==> src/rtl/pclk_pkg.sv <==
// Package: shared constants and the frequency-to-increment computation.
// Assumes the reference frequency exceeds twice the fastest table entry.
package pclk_pkg;

    localparam int unsigned NUM_CLK = 8;
    localparam int unsigned SEL_W   = 3;
    localparam int unsigned ACC_W   = 32;

    // Nominal frequency of each select code, in kHz.
    function automatic longint unsigned clk_khz(input int unsigned code);
        case (code)
            0:       clk_khz = 64'd25175;
            1:       clk_khz = 64'd28322;
            2:       clk_khz = 64'd36000;
            3:       clk_khz = 64'd65100;
            4:       clk_khz = 64'd44900;
            5:       clk_khz = 64'd50000;
            6:       clk_khz = 64'd80000;
            default: clk_khz = 64'd75000;
        endcase
    endfunction

    // Rounded phase increment: f * 2^ACC_W / ref.
    function automatic logic [ACC_W-1:0] inc_for(input int unsigned code,
                                                 input longint unsigned ref_hz);
        longint unsigned num;
        num = clk_khz(code) * 64'd1000 * (64'd1 << ACC_W) + ref_hz / 2;
        inc_for = ACC_W'(num / ref_hz);
    endfunction

endpackage

==> src/rtl/pclk_phase_acc.sv <==
// Module: fractional phase accumulator producing an undivided enable.
// Emits a one-cycle tick on each accumulator overflow. The increment for
// a new select code is adopted only on an overflow cycle. Assumes every
// increment is below half of full scale.
module pclk_phase_acc #(
    parameter longint unsigned REF_HZ = 250_000_000,
    parameter int unsigned     SEL_W  = pclk_pkg::SEL_W,
    parameter int unsigned     ACC_W  = pclk_pkg::ACC_W
) (
    input  logic             clk,
    input  logic             rst_n,
    input  logic [SEL_W-1:0] sel_i,
    output logic             tick_o
);
    localparam int unsigned NSEL = 1 << SEL_W;

    logic [ACC_W-1:0] inc_lut [NSEL];
    logic [ACC_W-1:0] acc_q;
    logic [ACC_W-1:0] inc_q;
    logic [ACC_W:0]   sum;

    // Constant increment table, one entry per select code.
    for (genvar g = 0; g < NSEL; g++) begin : g_lut
        assign inc_lut[g] = pclk_pkg::inc_for(g, REF_HZ);
    end

    // Next accumulator value with carry out.
    always_comb sum = {1'b0, acc_q} + {1'b0, inc_q};

    // Advance phase, flag overflow, adopt a new increment at overflow.
    always_ff @(posedge clk) begin
        if (!rst_n) begin
            acc_q  <= '0;
            tick_o <= 1'b0;
            inc_q  <= inc_lut[sel_i];
        end else begin
            acc_q  <= sum[ACC_W-1:0];
            tick_o <= sum[ACC_W];
            if (sum[ACC_W]) inc_q <= inc_lut[sel_i];
        end
    end

    // the increment only changes at an overflow boundary.
    p_inc_at_overflow_r6: assert property (@(posedge clk) disable iff (!rst_n)
        !$stable(inc_q) |-> tick_o);

    // overflow never repeats on back-to-back cycles.
    p_no_double_tick_r6: assert property (@(posedge clk) disable iff (!rst_n)
        tick_o |=> !tick_o);

endmodule

==> src/rtl/pclk_post_div.sv <==
// Module: post-divider by 1, 1.5, 2 or 4 on an enable stream.
// Counts input enables in groups of 1, 3, 2 or 4 and passes the first
// (or, for 1.5, the first two) of each group. A new code is adopted when
// a group completes. The output is registered.
module pclk_post_div #(
    parameter int unsigned CNT_W = 2
) (
    input  logic       clk,
    input  logic       rst_n,
    input  logic       en_i,
    input  logic [1:0] div_code_i,
    output logic       en_o
);
    logic [1:0]       div_q;
    logic [CNT_W-1:0] cnt_q;
    logic [CNT_W-1:0] last;
    logic             pass;

    // Last count index of the current group and the pass decision.
    always_comb begin
        case (div_q)
            2'd0:    last = CNT_W'(0);
            2'd1:    last = CNT_W'(2);
            2'd2:    last = CNT_W'(1);
            default: last = CNT_W'(3);
        endcase
        pass = (div_q == 2'd1) ? (cnt_q != CNT_W'(2)) : (cnt_q == '0);
    end

    // Step the group counter and swap the code at a group boundary.
    always_ff @(posedge clk) begin
        if (!rst_n) begin
            cnt_q <= '0;
            div_q <= div_code_i;
            en_o  <= 1'b0;
        end else begin
            en_o <= en_i & pass;
            if (en_i) begin
                if (cnt_q == last) begin
                    cnt_q <= '0;
                    div_q <= div_code_i;
                end else begin
                    cnt_q <= cnt_q + 1'b1;
                end
            end
        end
    end

    // an output enable always follows an input enable.
    p_out_needs_in_r4: assert property (@(posedge clk) disable iff (!rst_n)
        en_o |-> $past(en_i));

    // the divider code only changes on an input enable cycle.
    p_div_at_enable_r6: assert property (@(posedge clk) disable iff (!rst_n)
        !$stable(div_q) |-> $past(en_i));

    // no back-to-back output enables.
    p_no_double_out_r6: assert property (@(posedge clk) disable iff (!rst_n)
        en_o |=> !en_o);

endmodule

==> src/rtl/pclk_crtc_ext.sv <==
// Module: registered decode of the extended CRTC byte.
// Bit 0 selects interlace; bits 4 and 6 feed start-address bits 20 and 23.
module pclk_crtc_ext (
    input  logic       clk,
    input  logic       rst_n,
    input  logic [7:0] crtc_ext_i,
    output logic       interlace_o,
    output logic [3:0] start_hi_o
);
    // Sample the flag and the address bits once per cycle.
    always_ff @(posedge clk) begin
        if (!rst_n) begin
            interlace_o <= 1'b0;
            start_hi_o  <= '0;
        end else begin
            interlace_o <= crtc_ext_i[0];
            start_hi_o  <= {crtc_ext_i[6], 2'b00, crtc_ext_i[4]};
        end
    end

    // interlace follows byte bit 0 with one cycle of latency.
    p_interlace_r7: assert property (@(posedge clk) disable iff (!rst_n)
        $past(rst_n) |-> (interlace_o == $past(crtc_ext_i[0])));

    // address bit 23 follows byte bit 6 with one cycle of latency.
    p_addr23_r8: assert property (@(posedge clk) disable iff (!rst_n)
        $past(rst_n) |-> (start_hi_o[3] == $past(crtc_ext_i[6])));

endmodule

==> src/rtl/pclk_gen_top.sv <==
// Top: pixel-clock enable generator with the extended CRTC decode.
// Joins the split select code, runs the accumulator and the post-divider,
// and decodes the CRTC byte. All state uses a synchronous active-low reset.
module pclk_gen_top #(
    parameter longint unsigned REF_HZ = 250_000_000
) (
    input  logic       clk,
    input  logic       rst_n,
    input  logic [1:0] misc_clk_sel_i,
    input  logic       ext_clk_sel_i,
    input  logic [1:0] div_code_i,
    input  logic [7:0] crtc_ext_i,
    output logic       pix_en_o,
    output logic       interlace_o,
    output logic [3:0] start_addr_hi_o
);
    localparam int unsigned SEL_W = pclk_pkg::SEL_W;

    logic [SEL_W-1:0] sel;
    logic             raw_tick;

    // high select bit from the extended register, low bits from misc.
    always_comb sel = {ext_clk_sel_i, misc_clk_sel_i};

    pclk_phase_acc #(.REF_HZ(REF_HZ)) acc_i (
        .clk    (clk),
        .rst_n  (rst_n),
        .sel_i  (sel),
        .tick_o (raw_tick)
    );

    pclk_post_div div_i (
        .clk        (clk),
        .rst_n      (rst_n),
        .en_i       (raw_tick),
        .div_code_i (div_code_i),
        .en_o       (pix_en_o)
    );

    pclk_crtc_ext crtc_i (
        .clk         (clk),
        .rst_n       (rst_n),
        .crtc_ext_i  (crtc_ext_i),
        .interlace_o (interlace_o),
        .start_hi_o  (start_addr_hi_o)
    );

    // after a reset edge all outputs are quiet.
    p_reset_quiet_r9: assert property (@(posedge clk)
        !$past(rst_n) && $past(rst_n, 2) == 1'b0 |->
        (!pix_en_o && !interlace_o && start_addr_hi_o == 4'd0));

endmodule

==> config.mk <==
export PLATFORM = sky130hd
export DESIGN_NAME = pclk_gen_top
export DESIGN_NICKNAME = d
export VERILOG_FILES = /design/src/rtl/pclk_pkg.sv /design/src/rtl/pclk_phase_acc.sv /design/src/rtl/pclk_post_div.sv /design/src/rtl/pclk_crtc_ext.sv /design/src/rtl/pclk_gen_top.sv
export SDC_FILE = /design/constraint.sdc
export NUM_CORES = 1
export LEC_CHECK = 0
export ABC_AREA = 1
export BUFFER_PORTS_ARGS = -buffer_cell sky130_fd_sc_hd__buf_2
export CORE_UTILIZATION = 46
export DETAILED_ROUTE_END_ITERATION = 8
export GPL_TIMING_DRIVEN = 0
export MAX_ROUTING_LAYER = met4
export PLACE_DENSITY = 0.64
export SYNTH_ARGS = -nofsm -noshare
export SYNTH_HDL_FRONTEND = slang
export SYNTH_SLANG_ARGS = --single-unit
==> constraint.sdc <==
create_clock -name clk -period 3.65 [get_ports clk]
set_input_delay 0.73 -clock clk [delete_from_list [all_inputs] [get_ports clk]]
set_output_delay 0.73 -clock clk [all_outputs]
set_load 0.02 [all_outputs]
---- Yosys cells after proc, flatten, opt, wreduce, memory -nomap -nowiden ----
Memory sizes are Yosys's and may differ from the RTL's.
Cells that the tools add are included.
word-level totals
  register bits ........................... 75
  memory bits (read-only) ................. 256
  bits of input ports ..................... 15
  output and inout port bits .............. 6
  logic and storage cells ................. 35
  memories kept ........................... 1
memory list
  memory           depth  bits a word  read ports  clocked after memory_dff  wr ports  line                  source
  (no name shown)  8      32           1           0                         0         pclk_phase_acc.sv:35  inc_q <= inc_lut[sel_i];
operators by class
  $add $sub $neg .......................... 2
  $lt $le $gt $ge ......................... 1
  equal/unequal tests ..................... 7
  muxes and demuxes ....................... 10
  bitwise operators ....................... 2
  reduce and logical (&&, ||, !) cells .... 3
operators by type and width
  cell                   count
  $mux W32               4
  $add A32 B32 Y33       1
  $mux W2                4
  $ne A2 B1 Y1 const B   3
  $pmux W2 S3            1
  $ge A4 B4 Y1 const B   1
  $logic_not A2 Y1       2
  $not A3 Y4             1
  $add A2 B1 Y2 const B  1
  $eq A2 B1 Y1 const B   1
  $eq A2 B2 Y1           1
  $eq A2 B2 Y1 const B   1
  $ne A2 B2 Y1 const B   1
  $reduce_and A2 Y1      1
  $and A1 B1 Y1          1
  $mux W1                1

---- Logic depth before layout (Yosys ltp) ----
  word-level depth ........................ 6
  mapped depth ............................ 12
  mapped depth without buffers ............ 12

---- By module ----
A second synthesis with hierarchy kept.
unflattened totals
  cells, all modules ...................... 702
  area, all modules ....................... 4742.0 um^2
by module, submodules not included
  module          instances  cells each  area an instance (um^2)  seq. area each (um^2)
  pclk_phase_acc  1          665         4421.7                   1471.4
  pclk_post_div   1          25          219.0                    120.1
  pclk_crtc_ext   1          12          101.3                    60.1

---- Worst setup path before layout ----
Ideal clock, no wire load.
  path kind ............................... register to register
  start point ............................. reg acc_i.inc_q[0]
  end point ............................... reg acc_i.inc_q[0] (enable)
  library setup time ...................... 516 ps
  data arrival time ....................... 2217 ps
  required time ........................... 3134 ps
  path slack .............................. 917 ps
  stages on the path, launching flop included .. 11
  buffers on the path ..................... 0
  clock period less this slack ............ 2733 ps
  cell sequence ........................... edfxtp_1 > ha_1 > fa_1 > nand3_1 > nand3_1 > nand2_1 > nand2_1 > nand2_1 > nand2_2 > nand4_1 > nand3_1
between the ends
  cells in the longest elaborated chain, start to end .. 2
RTL lines
  what                      line                  source
  start: declaration        pclk_phase_acc.sv:19  logic [ACC_W-1:0] inc_q;
  start signal: assignment  pclk_phase_acc.sv:35
  start signal: assignment  pclk_phase_acc.sv:39  if (sum[ACC_W]) inc_q <= inc_lut[sel_i];
  $add A32 B32 Y33          pclk_phase_acc.sv:28  always_comb sum = {1'b0, acc_q} + {1'b0, inc_q};
  $ne A2 B1 Y1 (no line)    --
No other way between the ends.
A chain may end at the register's enable or synchronous reset.

---- Worst setup path after layout ----
  start point ............................. reg acc_i.inc_q[0]
  end point ............................... reg acc_i.inc_q[22] (enable)
The elaborated chain is that of the path after synthesis.

==> run_results.csv <==
group,metric,value,unit
status,status,"complete, no violations",
layout,antenna_cells,0,
cts,numCtsBuffers,9,
setup_path,critical_path.endpoint_type,"flip-flop",
layout,final_cell_mix,"nand2_1, inv_1, nor2_1",
cts,cts_post_setup_buffers_inserted,0,
cts,clk_pin_slew,90,ps
power_and_ir_drop,ir_drop,0.2530,mV
floorplan,core,9774,µm²
floorplan,die_w,102.4,µm
synth,synthCells,696,
layout,area.growth.synth_to_final,9.900,%
synth,ys_seq_area_share,35.61,%
drt,wire_per_inst,13.00,µm
setup_path,worstPathRequired,3420,ps
layout,layout_commonest_cell,"nand2_1",
setup_path,slowest_delay,830,ps
worst_hold_path,worstHoldPathType,"reg -> reg",
sta,fin_tns_setup,0,ps
power_and_ir_drop,powerDensity,750.8,nW/µm²
drt,vias,4161,
layout,finalNonFillerCells,858,
sta,worst_slew_pin_slew,1197,ps
cts,cts_sinks,68,
layout,postLayoutCoreUtil,52.15,%
drt,vias_per_cell,4.850,
synth,yosysUniqueCellTypes,30,
drt,final_antenna_net_count,0,
grt,grt_usage,24.17,%
cts,htreeDepth,3,
grt,grt_pass1_wl,17930,µm
sta,finalSetupViolCount,0,
setup_path,crit_family,"simple AND/OR/NAND/NOR gates",
floorplan,dieArea,10490,µm²
drt,drt_iter0_drc,220,
drt,drc_errors,0,
sta,period_share,90.01,%
floorplan,io_pins,21,
setup_path,critical_path_class,"reg -> reg",
power_and_ir_drop,fin_total_pwr,3.827,mW
synth,synth-seq-cells,68,
cts,ctsHoldBuffers,0,
grt,antenna_found_initial,0,
sta,slew_headroom,19.99,%
layout,final_area,5097,µm²
cts,cts_tree,"yes",
synth,synth_area_per_cell,6.664,µm²
setup_path,cp_data_arrival_time,3060,ps
synth,syn-cell-area,4638,µm²
sta,finalHoldViolCount,0,
floorplan,initial_core_util,47.45,%
place,placedInstanceArea,4868,µm²
place,hpwl,9053,µm
setup_path,worstSetupStartpointType,"flip-flop",
place,port_buffers,12,
floorplan,rows,36,
sta,rsz0062_at_grt,"no",
place,place_congestion,0.9526,
cts,cts-root-buf,"clkbuf_8",
sta,fmax,304.4,MHz
synth,synth_warnings,0,
sta,maxSlewViolCount,0,
sta,post-route-min-period,3285,ps
place,dp_cells,842,
grt,grt_pass1_vias,3799,
layout,nets,777,
power_and_ir_drop,p_leak,2.769,nW
grt,grt-ovfl-total,0,
sta,fin_skew,12.15,ps
setup_path,cp_max_fo,27,
cts,clock_tree.buffer_depth,2,
cts,ctsResizeCount,0,
setup_path,worstPathCellList,"ha_1 -> fa_1 -> nand3_1 -> nand3_1 -> nand2_1 -> nand2_1 -> nand2_1 -> nand2_2 -> nand4_1 -> nand3_1",
cts,clk_latency,360,ps
setup_path,cpMaxStageDelayCell,"nand3_1",
setup_path,cp_num_buf_inv,0,
layout,drive_gt1_share,6.897,%
job,max_cap_viol_count,0,
floorplan,die_y,102.4,µm
grt,grt_max_degree,28,
drt,drt_wl_total,11160,µm
drt,drt_pass1_iterations,5,
flip-flops by register name (all words and copies together), names as in the netlist:
signal              cells
div_i.cnt_q             2
crtc_i.start_hi_o       2
div_i.en_o              1
crtc_i.interlace_o      1
acc_i.acc_q            32
acc_i.tick_o            1
acc_i.inc_q            27
div_i.div_q             2
metrics by stage:
stage	worst slack, ps	hold slack (ps)
2_1_floorplan	917.2	450.5
3_3_place_gp	350.4	468.8
3_5_place_dp	355.7	490.2
4_1_cts	316.6	498.7
5_1_grt	48.63	526.8
6_report	364.7	496.1
worst paths after layout:
kind / startpoint / end / slack [ps] / depth (start not counted)
max: acc_i.inc_q[0] / acc_i.inc_q[22] / 360 / 10
max reg2reg: acc_i.inc_q[0] / acc_i.inc_q[22] / 360 / 10
min: acc_i.tick_o / div_i.en_o / 500 / 2
min reg2reg: acc_i.tick_o / div_i.en_o / 500 / 2
logic make-up (layout without fill, tap and decap cells):
group | after synthesis | count (layout) | synth area share, %
adders and majority gates | 42 | 42 | 11.49
other | 1 | 2 | 0.08085
and+or+nand+nor | 373 | 373 | 33.05
buffers and inverters | 136 | 164 | 11.19
DFF | 68 | 68 | 35.61
xor gates and xnor gates | 1 | 1 | 0.1889
AOI/OAI and AO/OA | 75 | 75 | 8.389
tightest hold or removal path: cells and delay by family (launching register included):
kind	cells	cell delay (ps)
flip-flops	1	330
buffers and inverters	1	60
AO/OA/AOI/OAI	1	60
synthesized netlist by cell type:
cell type  number  area [µm²]
nand2_1       251       942.2
inv_1         126       473.0
nor2_1         58       217.7
a21oi_1        44       220.2
ha_1           41       513.0
dfxtp_1        39       780.8
nand3_1        32       160.2
edfxtp_1       29       870.8
o21ai_0        26       130.1
nand2_2         6       37.54
and2_1          5       31.28
nand4_1         5       31.28
nor2_2          5       31.28
nor3_2          4       40.04
clkbuf_1        3       11.26
nor3_1          3       15.01
buf_1           2       7.510
buf_4           2       15.01
inv_2           2       7.510
o21bai_1        2       15.01
or2_2           2       12.51
a2111oi_0       1       8.760
a21o_1          1       7.510
and3_1          1       6.260
buf_2           1       5.000
conb_1          1       3.750
fa_1            1       20.02
nand3b_1        1       7.510
o21a_1          1       7.510
xnor2_1         1       8.760
where the power goes:
part | switching, mW | internal, mW | total, mW | leakage [nW]
sequential | 0.0868 | 1.01 | 1.10 | 0.607
clock | 0.338 | 0.395 | 0.733 | 0.112
combinational | 1.34 | 0.651 | 1.99 | 2.05
area by class of cell:
| type | count | area, µm² |
|---|---|---|
| clock buffers | 9 | 123.9 |
| clock inverters | 7 | 105.1 |
| plain buffers | 8 | 38.79 |
| well taps | 133 | 166.4 |
| multi-input cells | 493 | 2471 |
| fillers | 975 | 4677 |
| repair buffers | 12 | 60.06 |
| inverters | 128 | 480.5 |
| flip-flops and latches | 68 | 1652 |
layer usage:
metal / GRT usage, % / vias up / routed length [µm]
met4: 8.571 / 0 / 295
met3: 5.540 / 21 / 571
met5: - / - / 0
met1: 31.38 / 1840 / 5474
li1: - / 2213 / -
met2: 36.81 / 87 / 4814
Power figures use the tool's default switching activity.
